===== src/rtl/smb_target_pkg.sv =====
package smb_target_pkg;

  localparam int BYTE_W = 8;
  localparam int CNT_W  = $clog2(BYTE_W + 1);

  typedef enum logic [3:0] {
    S_IDLE,
    S_ADDR,
    S_ADDR_ACK,
    S_CMD,
    S_CMD_ACK,
    S_DATA,
    S_DATA_ACK,
    S_TX,
    S_TX_ACK,
    S_WAIT
  } busState_t;

  typedef struct packed {
    logic rxEn;
    logic cntClr;
    logic ptrLoad;
    logic txLoadReg;
    logic txLoadAra;
    logic txShift;
    logic wrStb;
  } ctlStb_t;

endpackage


===== src/rtl/smb_datapath.sv =====
module smb_datapath
  import smb_target_pkg::*;
#(
  parameter logic [6:0] DEV_ADDR    = 7'h4C,
  parameter int         SYNC_STAGES = 2
) (
  input  logic              clk,
  input  logic              rst_n,
  input  logic              sclIn,
  input  logic              sdaIn,
  input  ctlStb_t           ctl,
  input  logic [BYTE_W-1:0] regRdata,
  output logic              sclS,
  output logic              sclFall,
  output logic              startDet,
  output logic              stopDet,
  output logic              byteDone,
  output logic [CNT_W-1:0]  bitCnt,
  output logic [BYTE_W-1:0] rxByte,
  output logic              txBit,
  output logic [BYTE_W-1:0] regAddr,
  output logic [BYTE_W-1:0] regWdata,
  output logic              regWe
);

  localparam logic [BYTE_W-1:0] ARA_REPLY = {DEV_ADDR, 1'b0};

  logic [SYNC_STAGES-1:0] sclChain;
  logic [SYNC_STAGES-1:0] sdaChain;
  logic                   sdaS;
  logic                   sclD;
  logic                   sdaD;
  logic                   sclRise;
  logic [BYTE_W-1:0]      txReg;
  logic [BYTE_W-1:0]      ptr;

  // Two (or more) flop synchronisers; the bus idles high.
  always_ff @(posedge clk or negedge rst_n) begin
    if (!rst_n) begin
      sclChain <= '1;
      sdaChain <= '1;
      sclD     <= 1'b1;
      sdaD     <= 1'b1;
    end else begin
      sclChain <= {sclChain[SYNC_STAGES-2:0], sclIn};
      sdaChain <= {sdaChain[SYNC_STAGES-2:0], sdaIn};
      sclD     <= sclS;
      sdaD     <= sdaS;
    end
  end

  assign sclS     = sclChain[SYNC_STAGES-1];
  assign sdaS     = sdaChain[SYNC_STAGES-1];
  assign sclRise  = sclS & ~sclD;
  assign sclFall  = ~sclS & sclD;
  assign startDet = sclS & sclD & sdaD & ~sdaS;
  assign stopDet  = sclS & sclD & ~sdaD & sdaS;
  assign byteDone = (bitCnt == CNT_W'(BYTE_W));

  // Bit counter and receive shifter, sampled on rising SCL.
  always_ff @(posedge clk or negedge rst_n) begin
    if (!rst_n) begin
      bitCnt <= '0;
      rxByte <= '0;
    end else if (ctl.cntClr) begin
      bitCnt <= '0;
    end else if (ctl.rxEn && sclRise && !byteDone) begin
      rxByte <= {rxByte[BYTE_W-2:0], sdaS};
      bitCnt <= bitCnt + 1'b1;
    end else if (ctl.txShift) begin
      bitCnt <= bitCnt + 1'b1;
    end
  end

  // Transmit shifter, MSB first.
  always_ff @(posedge clk or negedge rst_n) begin
    if (!rst_n) begin
      txReg <= '1;
    end else if (ctl.txLoadReg) begin
      txReg <= regRdata;
    end else if (ctl.txLoadAra) begin
      txReg <= ARA_REPLY;
    end else if (ctl.txShift) begin
      txReg <= {txReg[BYTE_W-2:0], 1'b1};
    end
  end

  assign txBit = txReg[BYTE_W-1];

  // Persistent register pointer.
  always_ff @(posedge clk or negedge rst_n) begin
    if (!rst_n) begin
      ptr <= '0;
    end else if (ctl.ptrLoad) begin
      ptr <= rxByte;
    end
  end

  assign regAddr  = ptr;
  assign regWdata = rxByte;
  assign regWe    = ctl.wrStb;

  AST_PTR_ON_FALL: assert property (@(posedge clk) disable iff (!rst_n)
    !$stable(ptr) |-> $past(sclFall));

  AST_WE_SINGLE: assert property (@(posedge clk) disable iff (!rst_n)
    regWe |=> !regWe);

  AST_WE_SCL_LOW: assert property (@(posedge clk) disable iff (!rst_n)
    regWe |-> !sclS);

endmodule


===== src/rtl/smb_control.sv =====
module smb_control
  import smb_target_pkg::*;
#(
  parameter logic [6:0] DEV_ADDR = 7'h4C,
  parameter logic [6:0] ARA_ADDR = 7'h0C
) (
  input  logic              clk,
  input  logic              rst_n,
  input  logic              sclS,
  input  logic              sclFall,
  input  logic              startDet,
  input  logic              stopDet,
  input  logic              byteDone,
  input  logic [CNT_W-1:0]  bitCnt,
  input  logic [BYTE_W-1:0] rxByte,
  input  logic              txBit,
  input  logic              alertPending,
  output ctlStb_t           ctl,
  output logic              sdaOe
);

  busState_t state;
  busState_t stateNxt;
  logic      isRead;
  logic      isReadNxt;
  logic      isAra;
  logic      isAraNxt;
  logic      devHit;
  logic      araHit;

  assign devHit = (rxByte[BYTE_W-1:1] == DEV_ADDR);
  assign araHit = (rxByte[BYTE_W-1:1] == ARA_ADDR) && rxByte[0] && alertPending;

  always_comb begin
    stateNxt  = state;
    isReadNxt = isRead;
    isAraNxt  = isAra;
    ctl       = '0;
    if (startDet) begin
      stateNxt   = S_ADDR;
      ctl.cntClr = 1'b1;
    end else if (stopDet) begin
      stateNxt   = S_IDLE;
      ctl.cntClr = 1'b1;
    end else begin
      unique case (state)
        S_ADDR: begin
          ctl.rxEn = 1'b1;
          if (sclFall && byteDone) begin
            ctl.cntClr = 1'b1;
            if (devHit) begin
              stateNxt      = S_ADDR_ACK;
              isReadNxt     = rxByte[0];
              isAraNxt      = 1'b0;
              ctl.txLoadReg = rxByte[0];
            end else if (araHit) begin
              stateNxt      = S_ADDR_ACK;
              isReadNxt     = 1'b1;
              isAraNxt      = 1'b1;
              ctl.txLoadAra = 1'b1;
            end else begin
              stateNxt = S_WAIT;
            end
          end
        end
        S_ADDR_ACK: begin
          if (sclFall) begin
            ctl.cntClr = 1'b1;
            stateNxt   = isRead ? S_TX : S_CMD;
          end
        end
        S_CMD: begin
          ctl.rxEn = 1'b1;
          if (sclFall && byteDone) begin
            ctl.cntClr  = 1'b1;
            ctl.ptrLoad = 1'b1;
            stateNxt    = S_CMD_ACK;
          end
        end
        S_CMD_ACK: begin
          if (sclFall) stateNxt = S_DATA;
        end
        S_DATA: begin
          ctl.rxEn = 1'b1;
          if (sclFall && byteDone) begin
            ctl.cntClr = 1'b1;
            stateNxt   = S_DATA_ACK;
          end
        end
        S_DATA_ACK: begin
          if (sclFall) begin
            ctl.wrStb = 1'b1;
            stateNxt  = S_WAIT;
          end
        end
        S_TX: begin
          if (sclFall) begin
            if (bitCnt == CNT_W'(BYTE_W - 1)) stateNxt = S_TX_ACK;
            else ctl.txShift = 1'b1;
          end
        end
        S_TX_ACK: begin
          if (sclFall) stateNxt = S_WAIT;
        end
        default: ;
      endcase
    end
  end

  always_ff @(posedge clk or negedge rst_n) begin
    if (!rst_n) begin
      state  <= S_IDLE;
      isRead <= 1'b0;
      isAra  <= 1'b0;
    end else begin
      state  <= stateNxt;
      isRead <= isReadNxt;
      isAra  <= isAraNxt;
    end
  end

  assign sdaOe = (state == S_ADDR_ACK) || (state == S_CMD_ACK) ||
                 (state == S_DATA_ACK) || ((state == S_TX) && !txBit);

  AST_OE_SCL_LOW_ONLY: assert property (@(posedge clk) disable iff (!rst_n)
    ($past(sclS) && !$past(startDet) && !$past(stopDet)) |-> $stable(sdaOe));

  AST_ARA_NEEDS_ALERT: assert property (@(posedge clk) disable iff (!rst_n)
    (state == S_ADDR_ACK && isAra && $past(state) == S_ADDR) |-> $past(alertPending));

  AST_NO_DRIVE_AFTER_MISS: assert property (@(posedge clk) disable iff (!rst_n)
    ($past(state) == S_WAIT && !$past(startDet)) |-> !sdaOe);

endmodule


===== src/rtl/smb_target.sv =====
module smb_target
  import smb_target_pkg::*;
#(
  parameter logic [6:0] DEV_ADDR    = 7'h4C,
  parameter logic [6:0] ARA_ADDR    = 7'h0C,
  parameter int         SYNC_STAGES = 2
) (
  input  logic        clk,
  input  logic        rst_n,
  input  logic        sclIn,
  input  logic        sdaIn,
  input  logic        alertPending,
  input  logic [7:0]  regRdata,
  output logic        sdaOe,
  output logic [7:0]  regAddr,
  output logic [7:0]  regWdata,
  output logic        regWe
);

  ctlStb_t           ctl;
  logic              sclS;
  logic              sclFall;
  logic              startDet;
  logic              stopDet;
  logic              byteDone;
  logic [CNT_W-1:0]  bitCnt;
  logic [BYTE_W-1:0] rxByte;
  logic              txBit;

  smb_datapath #(
    .DEV_ADDR   (DEV_ADDR),
    .SYNC_STAGES(SYNC_STAGES)
  ) i_datapath (
    .clk     (clk),
    .rst_n   (rst_n),
    .sclIn   (sclIn),
    .sdaIn   (sdaIn),
    .ctl     (ctl),
    .regRdata(regRdata),
    .sclS    (sclS),
    .sclFall (sclFall),
    .startDet(startDet),
    .stopDet (stopDet),
    .byteDone(byteDone),
    .bitCnt  (bitCnt),
    .rxByte  (rxByte),
    .txBit   (txBit),
    .regAddr (regAddr),
    .regWdata(regWdata),
    .regWe   (regWe)
  );

  smb_control #(
    .DEV_ADDR(DEV_ADDR),
    .ARA_ADDR(ARA_ADDR)
  ) i_control (
    .clk         (clk),
    .rst_n       (rst_n),
    .sclS        (sclS),
    .sclFall     (sclFall),
    .startDet    (startDet),
    .stopDet     (stopDet),
    .byteDone    (byteDone),
    .bitCnt      (bitCnt),
    .rxByte      (rxByte),
    .txBit       (txBit),
    .alertPending(alertPending),
    .ctl         (ctl),
    .sdaOe       (sdaOe)
  );

endmodule


===== config.mk =====
export PLATFORM = sky130hd
export DESIGN_NAME = smb_target
export DESIGN_NICKNAME = d
export VERILOG_FILES = /design/src/rtl/smb_target_pkg.sv /design/src/rtl/smb_datapath.sv /design/src/rtl/smb_control.sv /design/src/rtl/smb_target.sv
export SDC_FILE = /design/constraint.sdc
export NUM_CORES = 1
export LEC_CHECK = 0
export BUFFER_PORTS_ARGS = -buffer_cell sky130_fd_sc_hd__buf_4
export CORE_ASPECT_RATIO = 1.2
export CORE_MARGIN = 3
export CORE_UTILIZATION = 43
export CTS_CLUSTER_DIAMETER = 40
export DETAILED_ROUTE_END_ITERATION = 7
export PLACE_DENSITY = 0.66
export SKIP_LAST_GASP = 1
export SYNTH_ARGS = -nofsm -noshare
export SYNTH_HDL_FRONTEND = slang
export SYNTH_SLANG_ARGS = --single-unit

===== constraint.sdc =====
create_clock -name clk -period 3.7 [get_ports clk]
set_clock_uncertainty 0.15 [all_clocks]
set_input_delay 0.185 -clock clk [delete_from_list [all_inputs] [get_ports clk]]
set_output_delay 0.185 -clock clk [all_outputs]
set_load 0.005 [all_outputs]

==> run_results.csv <==
group,metric,value,unit
run,max-cap-violations,0,
timing,slew-limit-headroom,0.607,
outcome,status,"finished, final reports clean",
yosys,netlist_area,1960,µm²
drt,firstDrtPassIters,4,
global_routing,grt_pass1_wl,6870,µm
global_routing,grt_pass1_vias,1455,
clocking,clock_latency,290,ps
clocking,cts_buffers,5,
clocking,post_cts_buffers,0,
setup_path,critPathMaxFanout,8,
yosys,yosys.area.top_type,"dfrtp_1",
yosys,synth_area_per_cell,11.3,µm²
drt,drcViolationCount,0,
setup_path,path_class,"reg -> reg",
final_layout,area_delta_synth_final,20.7,%
final_layout,drive_gt1_frac,0.360,
global_routing,gr-total-overflow,0,
yosys,async_flop_share,1.00,
drt,wl_per_cell,15.2,µm
timing,hold_viol,0,
floorplan,die_w,67.7,µm
floorplan,boundaryPins,31,
timing,finalMaxSlewViolations,0,
timing,fin_ws,1460,ps
global_routing,antenna_found_initial,0,
yosys,synth_fp_nets,188,
drt,drt_iter0_drc,88,
timing,final.min_clock_period,2240,ps
floorplan,fp.coreArea,4330,µm²
drt,vias,1501,
drt,postRouteAntennaNets,0,
setup_path,cp.required,3720,ps
place,numPortBuffers,30,
min_path,hp-class,"in -> reg",
yosys,synth_cell_type_count,46,
timing,tns,0,ps
power_and_ir_drop,p_leak,1.06,nW
setup_path,crit_arrival,2260,ps
yosys,yosysTopAreaCellShare,0.319,
final_layout,n_antenna_cell,0,
yosys,ys.flop_type,"dfrtp_1",
yosys,ys_seq_elements,39,
final_layout,nNetsFinal,228,
global_routing,track_usage,0.168,
final_layout,final_cell_mix,"30 x buf_4, 25 x dfrtp_1, 19 x nand2_1, 17 x mux2_2, 14 x dfstp_2",
place,dp_hpwl,2910,µm
clocking,cts.clk_slew.worst_paths,80,ps
timing,max_clock_freq,447,MHz
timing,rsz0062_at_grt,"false",
timing,worst_pin_slew,586,ps
yosys,syn_inst,173,
setup_path,critPathLaunchType,"flop",
floorplan,die_h,80.0,µm
global_routing,grt_max_degree,40,
floorplan,die_area,5420,µm²
drt,drt_wl_total,4110,µm
yosys,ys_seq_area_frac,0.506,
timing,finalSetupViolCount,0,
power_and_ir_drop,vdd_drop_max,0.000311,V
final_layout,layout_commonest_cell,"buf_4",
power_and_ir_drop,power_density,618,nW/µm²
timing,fin_crit_sh,0.605,
clocking,clkSinkCount,39,
place,pre_cts_ws,1440,ps
setup_path,cp-end-kind,"flop",
yosys,synthTopCellsByArea,"dfrtp_1 32%, dfstp_2 19%, mux2_2 9.8%, nand2_1 3.6%, o21ai_0 2.3%",
clocking,clock-root-buffer,"clkbuf_8",
clocking,clockBufferDepth,2,
clocking,cts_tree,"done",
floorplan,initial_core_util,0.454,
clocking,cts-htree-levels,2,
yosys,synth_edf_count,0,
drt,viasPerCell,5.56,
floorplan,rows,26,
place,globalplace.congestion,0.880,
yosys,yosysWarnings,0,
[cell type report]
class,instances,area (µm²)
clock buffers,7,76.3
repair buffers,38,305
clock inverters,1,5.00
well taps,56,70.1
multi-input cells,124,901
inverters,5,18.8
fillers,402,1960
flip-flops and latches,39,993
[per-stage QoR]
step | total power [W] | instances | util | hold slack, ps | area, µm²
2_1_floorplan | 0.00104 | 173 | - | -261 | 1960
3_3_place_gp | 0.00116 | 254 | 0.510 | 26.0 | 2210
3_5_place_dp | 0.00118 | 254 | 0.510 | 34.8 | 2210
4_1_cts | 0.00148 | 270 | 0.548 | 27.8 | 2370
5_1_grt | 0.00156 | 270 | 0.548 | 37.2 | 2370
6_report | 0.00146 | 270 | 0.548 | 38.4 | 2370
[synthesized netlist by cell type (2+ instances only)]
library cell	instances
nand3_1	5
inv_1	5
nand2_1	19
nor2b_1	2
buf_6	4
nor4_1	4
dfrtp_1	25
nand3b_1	2
ha_1	2
and3_1	3
nor3_1	3
nand4_1	3
a2bb2oi_1	4
a21oi_1	8
dfstp_2	14
o21ai_0	9
o211ai_1	2
nor2_1	11
mux2_2	17
o2bb2ai_1	3
mux2i_1	3
[kinds of logic (layout without fill, tap and decap cells)]
group / Yosys count / in the layout / synth area share
AO/OA/AOI/OAI: 35 / 35 / 0.127
multiplexers: 20 / 20 / 0.113
XOR/XNOR: 2 / 2 / 0.00892
AND/OR/NAND/NOR: 65 / 65 / 0.198
buffers and inverters: 10 / 51 / 0.0351
adder cells (fa/ha/maj): 2 / 2 / 0.0127
flip-flops: 39 / 39 / 0.506
[sequential cells by signal, summed over array words and instances (netlist names)]
| signal | count |
|---|---|
| i_control.state | 4 |
| i_datapath.sclD | 1 |
| i_datapath.regAddr | 8 |
| i_control.isRead | 1 |
| i_datapath.sdaChain | 2 |
| i_datapath.sclChain | 2 |
| i_datapath.sdaD | 1 |
| i_datapath.bitCnt | 4 |
| i_datapath.regWdata | 8 |
| i_datapath.txReg | 8 |
[worst max-delay path, cell delays in order (launching register included)]
cell and delay, ps:
dfstp_2 580, or3b_4 420, nor4_4 570, mux2_2 400
[routing by layer]
layer | share of wire | track usage | vias up
met5 | 0 | 0 | -
met4 | 0.015 | 0.0649 | 0
li1 | - | - | 714
met1 | 0.44 | 0.221 | 730
met2 | 0.49 | 0.257 | 50
met3 | 0.051 | 0.0465 | 7
[worst paths after layout]
path,startpoint,to,slack (ps),cells after the start
worst max-delay path,i_datapath.sclD,i_datapath.regAddr[7],1460,3
worst min-delay path,regRdata[3],i_datapath.txReg[3],40,3
worst max register to register,i_datapath.sclD,i_datapath.regAddr[7],1460,3
worst min register to register,i_datapath.sclChain[0],i_datapath.sclChain[1],200,0
max in group asynchronous,rst_n,i_datapath.sclChain[0],2780,2
min in group asynchronous,rst_n,i_datapath.bitCnt[1],230,2
[power by group]
group / switching (W) / internal [W] / total [W] / leakage, nW
Combinational: 0.000216 / 0.000248 / 0.000464 / 0.540
Sequential: 0.000160 / 0.000562 / 0.000722 / 0.475
Clock: 0.000146 / 0.000132 / 0.000279 / 0.0422
[repair_timing]
item                                   CTS  global route
endpoints found under the hold margin   32             0
hold buffers                             8             0
resized for setup                        0             0
(Power assumes the default switching activity.)
